==> config.mk <==
export PLATFORM = sky130hd
export DESIGN_NAME = pred_stream_port
export DESIGN_NICKNAME = d
export VERILOG_FILES = /design/src/rtl/pred_stream_port.sv
export SDC_FILE = /design/constraint.sdc
export NUM_CORES = 1
export LEC_CHECK = 0
export ABC_AREA = 1
export BUFFER_PORTS_ARGS = -buffer_cell sky130_fd_sc_hd__buf_2
export CAP_MARGIN = 20
export CORE_MARGIN = 4
export CORE_UTILIZATION = 47
export CTS_CLUSTER_DIAMETER = 50
export DETAILED_ROUTE_END_ITERATION = 8
export SETUP_SLACK_MARGIN = 0.4
export SKIP_LAST_GASP = 1
export SLEW_MARGIN = 15
export SYNTH_ARGS = -nofsm -noshare
export SYNTH_HDL_FRONTEND = slang
export SYNTH_SLANG_ARGS = --single-unit
==> constraint.sdc <==
create_clock -name clk -period 6.59 [get_ports clk]
set_input_delay 1.318 -clock clk [delete_from_list [all_inputs] [get_ports clk]]
set_output_delay 1.318 -clock clk [all_outputs]
set_load 0.02 [all_outputs]
==> src/rtl/pred_stream_port.sv <==
module pred_stream_port #(
  parameter int DW    = 32,
  parameter int DEPTH = 8,
  localparam int AW   = $clog2(DEPTH),
  localparam int CW   = AW + 1
) (
  input  logic          clk,
  input  logic          rst_n,
  input  logic [CW-1:0] hwm,
  input  logic          kstall,
  input  logic          wr_pred,
  input  logic [DW-1:0] wr_data,
  output logic          wr_stall_req,
  output logic          wr_ovf,
  output logic          tx_valid,
  output logic [DW-1:0] tx_data,
  input  logic          tx_ready,
  input  logic          rx_valid,
  input  logic [DW-1:0] rx_data,
  output logic          rx_ready,
  input  logic          rd_probe,
  input  logic          rd_pred,
  output logic [DW-1:0] rd_data,
  output logic          rd_stall_req
);
  localparam logic [CW-1:0] FULL = CW'(DEPTH);

  // producer side
  logic [DW-1:0] wmem [DEPTH];
  logic [AW-1:0] w_head, w_tail;
  logic [CW-1:0] w_cnt, mark;
  logic          w_try, w_push, w_drop, w_pop;

  assign mark = (hwm == '0) ? CW'(1) : (hwm > FULL) ? FULL : hwm;
  assign w_try  = wr_pred && !kstall;
  assign w_push = w_try && (w_cnt != FULL);
  assign w_drop = w_try && (w_cnt == FULL);
  assign w_pop  = tx_valid && tx_ready;
  assign tx_valid = (w_cnt != '0);
  assign tx_data  = wmem[w_head];
  assign wr_stall_req = wr_pred && (w_cnt >= mark);

  always_ff @(posedge clk)
    if (w_push) wmem[w_tail] <= wr_data;

  always_ff @(posedge clk) begin
    if (!rst_n) begin
      w_head <= '0;
      w_tail <= '0;
      w_cnt  <= '0;
      wr_ovf <= 1'b0;
    end else begin
      if (w_push) w_tail <= w_tail + AW'(1);
      if (w_pop)  w_head <= w_head + AW'(1);
      w_cnt <= w_cnt + CW'(w_push) - CW'(w_pop);
      if (w_drop) wr_ovf <= 1'b1;
    end
  end

  // consumer side
  logic [DW-1:0] rmem [DEPTH];
  logic [AW-1:0] r_head, r_tail;
  logic [CW-1:0] r_cnt;
  logic          r_push, r_pop;

  assign rx_ready = (r_cnt != FULL);
  assign r_push   = rx_valid && rx_ready;
  assign r_pop    = rd_pred && !kstall && (r_cnt != '0);
  assign rd_data  = rmem[r_head];
  assign rd_stall_req = (rd_pred || rd_probe) && (r_cnt == '0);

  always_ff @(posedge clk)
    if (r_push) rmem[r_tail] <= rx_data;

  always_ff @(posedge clk) begin
    if (!rst_n) begin
      r_head <= '0;
      r_tail <= '0;
      r_cnt  <= '0;
    end else begin
      if (r_push) r_tail <= r_tail + AW'(1);
      if (r_pop)  r_head <= r_head + AW'(1);
      r_cnt <= r_cnt + CW'(r_push) - CW'(r_pop);
    end
  end

  // checks
  p_bound_r3: assert property (@(posedge clk) disable iff (!rst_n)
    w_cnt <= FULL && r_cnt <= FULL);
  p_ovf_sticky_r4: assert property (@(posedge clk) disable iff (!rst_n)
    wr_ovf |=> wr_ovf);
  p_tx_hold_r5: assert property (@(posedge clk) disable iff (!rst_n)
    tx_valid && !tx_ready |=> tx_valid && $stable(tx_data));
  p_rx_take_r6: assert property (@(posedge clk) disable iff (!rst_n)
    rx_valid && rx_ready |=> r_cnt != '0);
  p_no_push_frozen_r9: assert property (@(posedge clk) disable iff (!rst_n)
    kstall |=> w_cnt <= $past(w_cnt));
  p_no_pop_frozen_r9: assert property (@(posedge clk) disable iff (!rst_n)
    kstall |=> r_cnt >= $past(r_cnt));
endmodule

### Yosys cells after proc, flatten, opt, wreduce, memory -nomap -nowiden

Memory sizes are Yosys's and may differ from the RTL's. A register that Yosys moved wholly into a read port is not among the register bits.
Cells that the tools add are included.

| operators by class | value |
|---|---|
| magnitude comparators | 2 |
| mux-type cells | 10 |
| reductions and logical operators | 15 |
| equal/unequal tests | 3 |
| add/sub/neg operators | 8 |

Operator list:

| kind | number |
|---|---|
| adder 3 x 1 -> 3 bit (second input constant) | 4 |
| 2-to-1 mux 3 bit | 4 |
| logical AND 1 bit | 9 |
| adder 4 x 1 -> 4 bit | 2 |
| logical NOT 4 bit | 2 |
| 2-to-1 mux 4 bit | 2 |
| != test 4 bit (second input constant) | 2 |
| nonzero test 4 bit | 2 |
| subtractor 4 x 1 -> 4 bit | 2 |
| == test 4 bit (second input constant) | 1 |
| >= comparator 4 bit | 1 |
| > comparator 4 bit (second input constant) | 1 |
| 2-to-1 mux 1 bit | 4 |
| logical NOT 1 bit | 1 |
| logical OR 1 bit | 1 |

| storage, ports and cells | value |
|---|---|
| memories kept | 2 |
| bits in writable memories | 512 |
| logic and storage cells | 47 |
| output and inout bits | 69 |
| input bits | 76 |
| flip-flop bits (word level) | 21 |

Memory list:

| memory | depth | width | rd ports | clocked after memory_dff | write ports | RTL line | text |
|---|---|---|---|---|---|---|---|
| rmem | 8 | 32 | 1 | 1 | 1 | 61 | `logic [DW-1:0] rmem [DEPTH];` |
| wmem | 8 | 32 | 1 | 1 | 1 | 29 | `logic [DW-1:0] wmem [DEPTH];` |

### Depth between registers and ports, before layout

Gate-level depths: netlist (run 1).

| logic depth | value |
|---|---|
| depth in word-level cells | 5 |
| depth in mapped cells | 12 |
| depth with buffers taken out | 12 |

### Least setup slack after synthesis (run 1)

No wires, ideal clock.

| timing | value |
|---|---|
| path kind | input to register |
| start point | input kstall |
| end point | memory wmem[6][0] (enable) |
| cell stages on the path | 5 |
| slack | 2.260 ns |
| data arrival time | 3.869 ns |
| setup time | 0.461 ns |
| buffers on the path | 0 |
| required time | 6.129 ns |
| path through | inv_1 > nand2_1 > inv_1 > nand2_1 > nor3_1 |

| between the ends | value |
|---|---|
| cells in the longest elaborated chain, start to end | 5 |

RTL lines:

| element | RTL line | text |
|---|---|---|
| start: declaration | 10 | `input logic kstall,` |
| logical NOT 1 bit | 35 | `assign w_try = wr_pred && !kstall;` |
| logical AND 1 bit | 35 |  |
| logical AND 1 bit | 36 | `assign w_push = w_try && (w_cnt != FULL);` |
| 2-to-1 mux 1 bit | 44 | `if (w_push) wmem[w_tail] <= wr_data;` |
| 2-to-1 mux 1 bit (not written as such) | 44 |  |
| end: declaration | 29 |  |

No other way between the ends.

==> metrics.md, run 1 <==
| Metric | Value |
|---|---|
| Status | completed |
| 1st-pass router iterations | 5 |
| Area post-placement | 25200 µm² |
| Post-route ant nets | 0 |
| Met1 global-route usage | 0.230 |
| Inserted Clock Buffers | 59 |
| Largest cells by area after synthesis | edfxtp_1 64%, nand2_1 14%, inv_1 8.7% |
| Sum Neg Setup Slack | 0 ns |
| Max cap viols | 0 |
| Seq cells post-synth | 539 |
| Overflow after GRT | 0 |
| Post-layout min period | 4.81 ns |
| Pin count of the biggest net entering global routing | 107 |
| Min Hold Slack | 0.467 ns |
| Setup Skew | 0.0143 ns |
| VDD IR-drop max | 0.314 mV |
| Area Growth Syn to Fin | 13.8% |
| Critical path fanouts, max | 65 |
| Sequential-to-total area share from yosys stat | 0.667 |
| Critical path class | flop to primary output |
| Initial Utilization | 0.475 |
| Clock Tree Root | clkbuf_16 |
| Core area | 50200 µm² |
| Skew-Pair Late Insertion Delay | 0.60 ns |
| Fin crit share | 0.730 |
| H-tree level count | 2 |
| Initial antenna violation count | 5 |
| Clock Path Buffers | 3 |
| Grt met2 use | 0.348 |
| GRT Total Usage | 0.193 |
| Die footprint | 54400 µm² |
| Post-synthesis net count | 2529 |
| Placer Congestion | 0.765 |
| DRT Wirelength | 52600 µm |
| Hold path depth | 2 |
| Cell variety after synth | 23 |
| Synth top area share | 0.645 |
| CP startpoint kind | flop |
| Final Core Density | 0.541 |
| Top post-synthesis cells by count | 872 x nand2_1, 550 x inv_1, 512 x edfxtp_1, 271 x nand3_1, 42 x buf_2 |
| CTS tree | done |
| Final Hold Vio Count | 0 |
| DP HPWL | 28300 µm |
| Worst hold path type | flop to flop |
| Mapped Cells | 2431 |
| Slew headroom | 0.312 |
| Area leader, netlist | edfxtp_1 |
| WL/cell | 16.0 µm |
| Total number of vias | 15583 |
| GRT busiest layer | met2 |
| WP data arrival | 3.49 ns |
| Min-delay src | wr_ovf$_SDFFE_PN0P_ |
| Hold Path Sink | wr_ovf$_SDFFE_PN0P_ |
| Crit. End Element | primary output |
| Pins Over Slew Limit | 0 |
| FF-to-FF path depth | 6 |
| Top_reg_cell synth | edfxtp_1 |
| Mapped cell area | 23900 µm² |
| Vias in the first global route | 15150 |
| Hold_buf cts | 0 |
| Power per cell area | 355 nW/µm² |
| Max Fclk | 208 MHz |
| Synth Warn # | 0 |
| Port bufs | 144 |
| Reg2Reg Launch Point | w_cnt[2]$_SDFF_PN0_ |
| Leakage | 12.5 nW |
| Chip width | 233 µm |
| Fraction of layout cells with a size suffix above 1 | 0.110 |
| R2r setup slk | 3.74 ns |
| Post-synth EDFFs | 512 |
| Power, Total | 9.64 mW |
| Design Area, Final | 27200 µm² |
| Vias per cell | 4.74 |
| First-pass GRT wire length | 81500 µm |
| RSZ-0062 raised after global routing | no |
| Fin nets | 2667 |
| Initial DRC count | 924 |
| DR DRC count | 0 |
| Worst slew pin tran | 1.03 ns |
| Setup violators final | 0 |
| Clock slew at reported path FFs | 0.06 ns |
| Sink Count | 539 |
| Grt met3 use | 0.0371 |
| # IOs | 145 |
| Most common cell in the netlist | nand2_1 |
| Die height | 233 µm |
| Post-Syn Area per Cell | 9.81 µm² |
| R2R Path End | wmem[2][18]$_DFFE_PP_ |
| Worst EP required | 5.27 ns |
| Asr flop ratio synth | 0 |
| Row cnt | 82 |
| CTS-repair resized insts | 0 |
| Post-CTS Setup Repair Bufs | 0 |
stage by stage:
stage,std cells,setup slack [ns]
2_1_floorplan,2431,2.26
3_3_place_gp,3178,2.38
3_5_place_dp,3178,2.36
4_1_cts,3284,1.67
5_1_grt,3286,1.46
6_report,3289,1.78
worst max-delay path by stage:
stage / end / startpoint / cells after the start
after CTS: rd_data[6] / flop / 8
after global placement: rd_data[20] / flop / 8
after global routing: rd_data[6] / flop / 8
after floorplan: wmem[6][0]$_DFFE_PP_ / kstall / 5
after detailed placement: rd_data[20] / flop / 8
final: rd_data[20] / flop / 8
layer usage:
metal | part of all wire | wire length [µm] | vias up
met5 | 0.00072 | 38 | -
met4 | 0.029 | 1500 | 6
met3 | 0.050 | 2630 | 101
met2 | 0.51 | 26600 | 302
met1 | 0.42 | 21900 | 7322
li1 | - | - | 7852
where the power goes:
part | leakage, nW | switching, mW | internal, mW
combinational | 6.72 | 1.65 | 0.696
sequential | 4.86 | 0.100 | 3.94
clock | 0.942 | 1.30 | 1.96
total | 12.5 | 3.05 | 6.59
placed cells by master, fill, tap and decap left out, types with 4 or more instances in the layout:
| master | netlist | routed |
|---|---|---|
| a21oi_1 | 17 | 17 |
| buf_2 | 42 | 144 |
| buf_4 | 16 | 29 |
| bufinv_16 | 0 | 7 |
| clkbuf_1 | 15 | 11 |
| clkbuf_16 | 0 | 61 |
| clkinv_1 | 0 | 10 |
| clkinv_2 | 0 | 12 |
| clkinv_4 | 0 | 5 |
| dfxtp_1 | 27 | 23 |
| edfxtp_1 | 512 | 512 |
| ha_1 | 20 | 20 |
| inv_1 | 550 | 548 |
| nand2_1 | 872 | 872 |
| nand3_1 | 271 | 271 |
| nand3b_1 | 4 | 4 |
| nor2_1 | 37 | 29 |
| nor2_4 | 0 | 8 |
| nor3_2 | 0 | 8 |
worst max-delay path, cell delays in order (launching register included):
cell	delay [ns]
dfxtp_4	0.81
clkinv_2	0.79
buf_4	0.56
nand2_1	0.12
nand3_1	0.07
nand2_1	0.10
nand2_1	0.05
nand2_1	0.16
buf_2	0.19
sequential cells by signal, indices dropped and copies added (netlist names), 3 cells and up, named ones only:
name,flops
w_cnt,4
r_head,3
rmem,256
w_tail,3
r_cnt,4
r_tail,3
w_head,3
wmem,256
cell type report:
class / instances / area (µm²)
diodes: 3 / 7.51
clock buffers: 72 / 1570
clock inverters: 34 / 362
fillers: 4373 / 23000
inverters: 554 / 2080
multi-input cells: 1240 / 5370
flip-flops and latches: 539 / 15900
well taps: 672 / 841
repair buffers: 175 / 993
cell families (layout without fill, tap and decap cells):
group | after synthesis | after routing | synth area share
AND/OR/NAND/NOR | 1198 | 1198 | 0.205
buffers and inverters | 652 | 835 | 0.112
flip-flops | 539 | 539 | 0.667
adder cells (fa/ha/maj) | 22 | 22 | 0.0122
AO/OA/AOI/OAI | 19 | 19 | 0.00399
XOR/XNOR | 1 | 1 | 0.000367
other | 0 | 3 | 0
No activity file was read; power rests on OpenSTA's default activity.
==> run 2: changes to the inputs <==
- PLACE_DENSITY: default -> 0.67
- clock period: 6.59 -> 4.05 ns (I/O delays scaled with it)
==> metrics.md, run 2 (synthesized netlist as in run 1, its figures left out) <==
| Metric | Value |
|---|---|
| Status | completed (unchanged) |
| Critical path class | flop to primary output (unchanged) |
| Critical-path cell list | clkinv_2 > buf_4 > nand2_1 > nand3_1 > nand2_1 > nand2_1 > nand2_1 > buf_2 (unchanged) |
| Core area | 50200 µm² (unchanged) |
| DP HPWL | 28100 µm (was 28300 µm) |
| Die height | 233 µm (unchanged) |
| CP max-delay cell | buf_4 (was dfxtp_4) |
| Initial antenna violation count | 10 (was 5) |
| Commonest non-fill, non-tap cell in the layout | nand2_1 (unchanged) |
| Fin crit share | 0.812 |
| GRT busiest layer | met2 (unchanged) |
| RSZ-0062 raised after global routing | no (unchanged) |
| # IOs | 145 (unchanged) |
| Clock Path Buffers | 3 (unchanged) |
| Setup violators final | 0 (unchanged) |
| Chip width | 233 µm (unchanged) |
| VDD IR-drop max | 0.426 mV (was 0.314 mV) |
| Clock Tree Root | clkbuf_16 (unchanged) |
| Port bufs | 144 (unchanged) |
| WL/cell | 15.7 µm (was 16.0 µm) |
| Worst EP required | 3.24 ns (was 5.27 ns) |
| CTS-repair resized insts | 0 (unchanged) |
| Area Growth Syn to Fin | 14.1% (was 13.8%) |
| DR DRC count | 0 (unchanged) |
| Critical path fanouts, max | 80 (was 65) |
| Dpl cells | 3185 (was 3178) |
| Sink Count | 539 (unchanged) |
| Met1 global-route usage | 0.226 (was 0.230) |
| Largest registers | rmem: 256 flops, wmem: 256 flops (unchanged) |
| CP startpoint kind | flop (unchanged) |
| Row cnt | 82 (unchanged) |
| Slew headroom | 0.431 (was 0.312) |
| DRT Wirelength | 51700 µm (was 52600 µm) |
| Worst hold path type | primary input to flop (was flop to flop) |
| CTS tree | done (unchanged) |
| Leakage | 12.5 nW (about the same) |
| Setup Skew | 0.0704 ns (was 0.0143 ns) |
| Hold_buf cts | 0 (unchanged) |
| Final Core Density | 0.542 (was 0.541) |
| Fraction of layout cells with a size suffix above 1 | 0.114 (was 0.110) |
| 1st-pass router iterations | 5 (unchanged) |
| GRT Total Usage | 0.189 (was 0.193) |
| Total number of vias | 15660 (was 15583) |
| Most frequent cell on the critical path | nand2_1 (unchanged) |
| Placer Congestion | 0.791 (was 0.765) |
| Final Hold Vio Count | 0 (unchanged) |
| Register area | 15900 µm² (unchanged) |
| Clock slew at reported path FFs | 0.06 ns (about the same) |
| Design Area, Final | 27200 µm² (about the same) |
| Fin nets | 2671 (was 2667) |
| Multi-input logic area | 5370 µm² (unchanged) |
| Inserted Clock Buffers | 58 (was 59) |
| Pin count of the biggest net entering global routing | 117 (was 107) |
| Sum Neg Setup Slack | 0 ns (unchanged) |
| Most frequent cells in the layout | 872 x nand2_1, 550 x inv_1, 512 x edfxtp_1 (was 872 x nand2_1, 548 x inv_1, 512 x edfxtp_1) |
| Power per cell area | 576 nW/µm² (was 355 nW/µm²) |
| Pins Over Slew Limit | 0 (unchanged) |
| Area post-placement | 25200 µm² (about the same) |
| H-tree level count | 2 (unchanged) |
| Filler Cell Count | 4223 (was 4373) |
| WP data arrival | 2.48 ns (was 3.49 ns) |
| Overflow after GRT | 0 (unchanged) |
| Skew-Pair Late Insertion Delay | 0.65 ns (was 0.60 ns) |
| Post-layout min period | 3.29 ns |
| Vias per cell | 4.75 (was 4.74) |
| Max cap viols | 0 (unchanged) |
| Post-CTS Setup Repair Bufs | 0 (unchanged) |
| Initial Utilization | 0.475 (unchanged) |
| First-pass GRT wire length | 80700 µm (was 81500 µm) |
| Vias in the first global route | 15273 (was 15150) |
| Grt met2 use | 0.333 (was 0.348) |
| Grt met3 use | 0.0416 (was 0.0371) |
| Max Fclk | 304 MHz |
| Crit. End Element | primary output (unchanged) |
| Fin cells | 3299 (was 3289) |
| Post-route ant nets | 0 (unchanged) |
| CP max stage delay | 0.68 ns (was 0.81 ns) |
| Worst slew pin tran | 0.854 ns (was 1.03 ns) |
| Die footprint | 54400 µm² (unchanged) |
| Initial DRC count | 996 (was 924) |
## run 2: cell types whose count changed in the layout (fill, tap and decap cells not counted), moves of 2 or more
| cell | previous run | this run |
|---|---|---|
| clkbuf_16 | 61 | 58 |
| buf_4 | 29 | 35 |
| clkinv_16 | 0 | 2 |
| clkbuf_1 | 11 | 2 |
| diode_2 | 3 | 6 |
| clkinv_1 | 10 | 12 |
| clkinv_2 | 12 | 16 |
| clkinv_4 | 5 | 2 |
| clkinvlp_4 | 2 | 7 |
| inv_1 | 548 | 550 |
| buf_16 | 2 | 0 |
| inv_8 | 0 | 2 |
## run 2: area by class of cell
class | instances | area share
Clock buffer | 60 | 0.0536
Clock inverter | 48 | 0.0186
Timing Repair Buffer | 180 | 0.0369
Inverter | 554 | 0.0765
Multi-Input combinational cell | 1240 | 0.197
Tap cell | 672 | 0.0309
Sequential cell | 539 | 0.585
Antenna cell | 6 | 0.000552
## run 2: stage by stage
| step | total power, mW | hold slack, ns | setup WS (ns) |
|---|---|---|---|
| after detailed placement | 10.5 | 0.478 | 1.16 |
| final | 15.7 | 0.424 | 0.759 |
| after floorplan | 9.38 | 0.479 | 0.228 |
| after global routing | 16.6 | 0.407 | 0.545 |
| after global placement | 10.4 | 0.458 | 1.18 |
| after CTS | 15.9 | 0.381 | 0.707 |
## run 2: power by group
part	switching [mW]	total (mW)	internal, mW
clock network	2.20	5.30	3.10
logic	2.72	3.84	1.12
registers	0.129	6.54	6.41
total	5.04	15.7	10.6
## run 2: worst max-delay path, delay by kind of cell, from the launching register on
kind / cells / cell delay (ns)
simple gates: 5 / 0.46
buf+inv: 3 / 0.94
flops: 1 / 0.44
## run 2: routing by layer
metal / share of wire / routed length, µm / up-vias
li1: - / - / 7857
met1: 0.41 / 21300 / 7289
met2: 0.50 / 25700 / 378
met3: 0.059 / 3050 / 126
met4: 0.031 / 1610 / 10
met5: 0.0011 / 55 / -
## run 2: path summary, 6_finish.rpt
path / startpoint / end / slack, ns / cells past startpoint
setup / recovery: flop / tx_data[4] / 0.76 / 8
hold / removal: rx_data[14] / rmem[5][14]$_DFFE_PP_ / 0.42 / 1
setup reg to reg: w_cnt[2]$_SDFF_PN0_ / w_cnt[2]$_SDFF_PN0_ / 1.52 / 11
hold reg to reg: wr_ovf$_SDFFE_PN0P_ / wr_ovf$_SDFFE_PN0P_ / 0.48 / 2
==> run 3: changes to the inputs <==
- ABC_AREA: 1 -> 0
- clock period: 4.05 -> 2.99 ns (I/O delays scaled with it)
==> metrics.md, run 3 <==
| Metric | Value |
|---|---|
| Asr flop ratio synth | 0 (unchanged) |
| Clock Tree Root | clkbuf_16 (unchanged) |
| Min-delay src | wr_data[8] (was rx_data[14]) |
| Hold Path Sink | wmem[5][8]$_DFFE_PP_ (was rmem[5][14]$_DFFE_PP_) |
| Sink Count | 539 (unchanged) |
| GRT Total Usage | 0.166 (was 0.189) |
| Cell variety after synth | 34 (was 23) |
| Port bufs | 144 (unchanged) |
| Core area | 44300 µm² (was 50200 µm²) |
| Most frequent cells in the layout | 512 x edfxtp_1, 112 x mux4_2, 96 x buf_2 (was 872 x nand2_1, 550 x inv_1, 512 x edfxtp_1) |
| Vias in the first global route | 9927 (was 15273) |
| Top post-synthesis cells by count | 512 x edfxtp_1, 87 x mux4_1, 64 x mux2_2, 41 x mux4_2, 27 x dfxtp_1 (was 872 x nand2_1, 550 x inv_1, 512 x edfxtp_1, 271 x nand3_1, 42 x buf_2) |
| Top_reg_cell synth | edfxtp_1 (unchanged) |
| Vias per cell | 5.46 (was 4.75) |
| Fin crit share | 0.961 |
| Hold path depth | 1 (unchanged) |
| Chip width | 220 µm (was 233 µm) |
| Post-synthesis net count | 1014 (was 2529) |
| Max cap viols | 0 (unchanged) |
| Skew-Pair Late Insertion Delay | 0.60 ns (was 0.65 ns) |
| DP HPWL | 21100 µm (was 28100 µm) |
| Initial Utilization | 0.476 (was 0.475) |
| Synth Warn # | 0 (unchanged) |
| Leakage | 8.43 nW (was 12.5 nW) |
| Sum Neg Setup Slack | 0 ns (unchanged) |
| Row cnt | 77 (was 82) |
| Clock Path Buffers | 3 (unchanged) |
| Worst slew pin tran | 0.704 ns (was 0.854 ns) |
| Clock slew at reported path FFs | 0.06 ns (about the same) |
| Sequential-to-total area share from yosys stat | 0.754 (was 0.667) |
| Initial antenna violation count | 8 (was 10) |
| FF-to-FF path depth | 11 (unchanged) |
| CP startpoint kind | flop (unchanged) |
| Slew headroom | 0.531 (was 0.431) |
| R2R Path End | w_cnt[2]$_SDFF_PN0_ (unchanged) |
| Mapped Cells | 916 (was 2431) |
| Die height | 220 µm (was 233 µm) |
| Placer Congestion | 0.687 (was 0.791) |
| Seq cells post-synth | 539 (unchanged) |
| Pins Over Slew Limit | 0 (unchanged) |
| WP data arrival | 2.28 ns (was 2.48 ns) |
| Min Hold Slack | 0.259 ns (was 0.424 ns) |
| Reg2Reg Launch Point | w_cnt[2]$_SDFF_PN0_ (unchanged) |
| Final WS setup | 0.115 ns (was 0.759 ns) |
| Area leader, netlist | edfxtp_1 (unchanged) |
| First-pass GRT wire length | 60300 µm (was 80700 µm) |
| Status | completed (unchanged) |
| Pre-CTS setup slack | 0.426 ns (was 1.16 ns) |
| Overflow after GRT | 0 (unchanged) |
| Max Fclk | 348 MHz |
| DRT Wirelength | 41300 µm (was 51700 µm) |
| Post-Syn Area per Cell | 23.0 µm² (was 9.81 µm²) |
| Post-layout min period | 2.87 ns |
| VDD IR-drop max | 0.503 mV (was 0.426 mV) |
| # IOs | 145 (unchanged) |
| Commonest non-fill, non-tap cell in the layout | edfxtp_1 (was nand2_1) |
| Die footprint | 48300 µm² (was 54400 µm²) |
| WL/cell | 23.3 µm (was 15.7 µm) |
| Final Hold Vio Count | 0 (unchanged) |
| Critical path class | flop to primary output (unchanged) |
| Largest registers | rmem: 256 flops, wmem: 256 flops (unchanged) |
| Fin nets | 1233 (was 2671) |
| 1st-pass router iterations | 5 (unchanged) |
| Total number of vias | 9687 (was 15660) |
| Inserted Clock Buffers | 55 (was 58) |
| Worst EP required | 2.39 ns (was 3.24 ns) |
| Setup violators final | 0 (unchanged) |
| Worst hold path type | primary input to flop (unchanged) |
| Critical path fanouts, max | 5 (was 80) |
| H-tree level count | 2 (unchanged) |
| Post-synth EDFFs | 512 (unchanged) |
| Fraction of layout cells with a size suffix above 1 | 0.418 (was 0.114) |
| Most common cell in the netlist | edfxtp_1 (was nand2_1) |
| CTS tree | done (unchanged) |
| Initial DRC count | 717 (was 996) |
| R2r setup slk | 0.54 ns (was 1.52 ns) |
| Pin count of the biggest net entering global routing | 65 (was 117) |
| DR DRC count | 0 (unchanged) |
| Crit. End Element | primary output (unchanged) |
| Power per cell area | 761 nW/µm² (was 576 nW/µm²) |
| RSZ-0062 raised after global routing | yes (was no) |
| Post-route ant nets | 0 (unchanged) |
| Largest cells by area after synthesis | edfxtp_1 73%, mux4_1 11%, mux4_2 4.4% (was edfxtp_1 64%, nand2_1 14%, inv_1 8.7%) |
| Synth top area share | 0.729 (was 0.645) |
| Setup Skew | 0.0219 ns (was 0.0704 ns) |
| Mapped cell area | 21100 µm² (was 23900 µm²) |
| Area Growth Syn to Fin | 20.7% (was 14.1%) |
## run 3: changes by cell type in the layout (fill, tap and decap cells not counted), sizes merged, moves of 13 or more
| cell | delta |
|---|---|
| nand3 | -268 |
| a21oi | -14 |
| mux4 | +128 |
| nand2 | -849 |
| buf | +15 |
| inv | -533 |
| mux2i | +14 |
| clkbuf | +13 |
| nor2 | -26 |
| mux2 | +64 |
## run 3: final cells by class
cell class	count	area [µm²]
fillers	3258	18800
flip-flops and latches	539	15900
multi-input cells	321	4930
repair buffers	203	1990
clock buffers	65	1410
well taps	592	741
clock inverters	36	399
inverters	15	56.3
diodes	2	5.00
## run 3: kinds of logic after synthesis
| logic type | synth area share |
|---|---|
| buffers and inverters | 0.0151 |
| XOR/XNOR | 0.000830 |
| multiplexers | 0.193 |
| AO/OA/AOI/OAI | 0.00415 |
| adder cells (fa/ha/maj) | 0.0138 |
| flip-flops | 0.754 |
| AND/OR/NAND/NOR | 0.0189 |
## run 3: how the worst max path moves through the flow
| stage | start | end | depth (start not counted) |
|---|---|---|---|
| final | flop | rd_data[31] | 5 |
| after detailed placement | w_cnt[2]$_SDFF_PN0_ | w_cnt[2]$_SDFF_PN0_ | 11 |
| after global placement | w_cnt[2]$_SDFF_PN0_ | w_cnt[2]$_SDFF_PN0_ | 11 |
| after CTS | flop | rd_data[24] | 4 |
| after global routing | flop | rd_data[31] | 5 |
| after floorplan | r_cnt[2]$_SDFF_PN0_ | rmem[7][0]$_DFFE_PP_ | 6 |
## run 3: layer usage
| metal | share of wire | vias to the layer above | track usage |
|---|---|---|---|
| met2 | 0.50 | 248 | 0.273 |
| met3 | 0.060 | 64 | 0.0454 |
| met1 | 0.42 | 5092 | 0.223 |
| li1 | - | 4269 | - |
| met4 | 0.018 | 14 | 0.0398 |
| met5 | 0.0021 | - | 0 |
## run 3: power breakdown
group	switching [mW]	internal (mW)	total, mW	leakage (nW)
combinational	1.82	1.93	3.75	2.67
sequential	0.152	8.64	8.79	4.86
clock	2.82	4.02	6.84	0.899
## run 3: worst max-delay path, cell delays in order, from the launching register on
cell and delay (ns):
dfxtp_4 0.40, clkbuf_16 0.18, clkbuf_16 0.15, mux4_1 0.54
mux2_2 0.27, buf_2 0.16
## run 3: per-stage QoR
step	util	std cells	total power [mW]	instance area, µm²
6_report	0.575	1773	19.4	25500
5_1_grt	0.575	1771	20.2	25500
4_1_cts	0.565	1756	19.1	25000
3_5_place_dp	0.518	1641	12.0	23000
3_3_place_gp	0.518	1641	11.9	23000
2_1_floorplan	-	916	11.0	21200
## run 3: what timing repair did
action / in CTS / in global routing
cloned: 3 / 9
pin swaps: 0 / 1
setup buffers: 11 / 6
resized for setup: 70 / 161
hold buffers: 0 / 0
setup endpoints to repair: 64 / 68
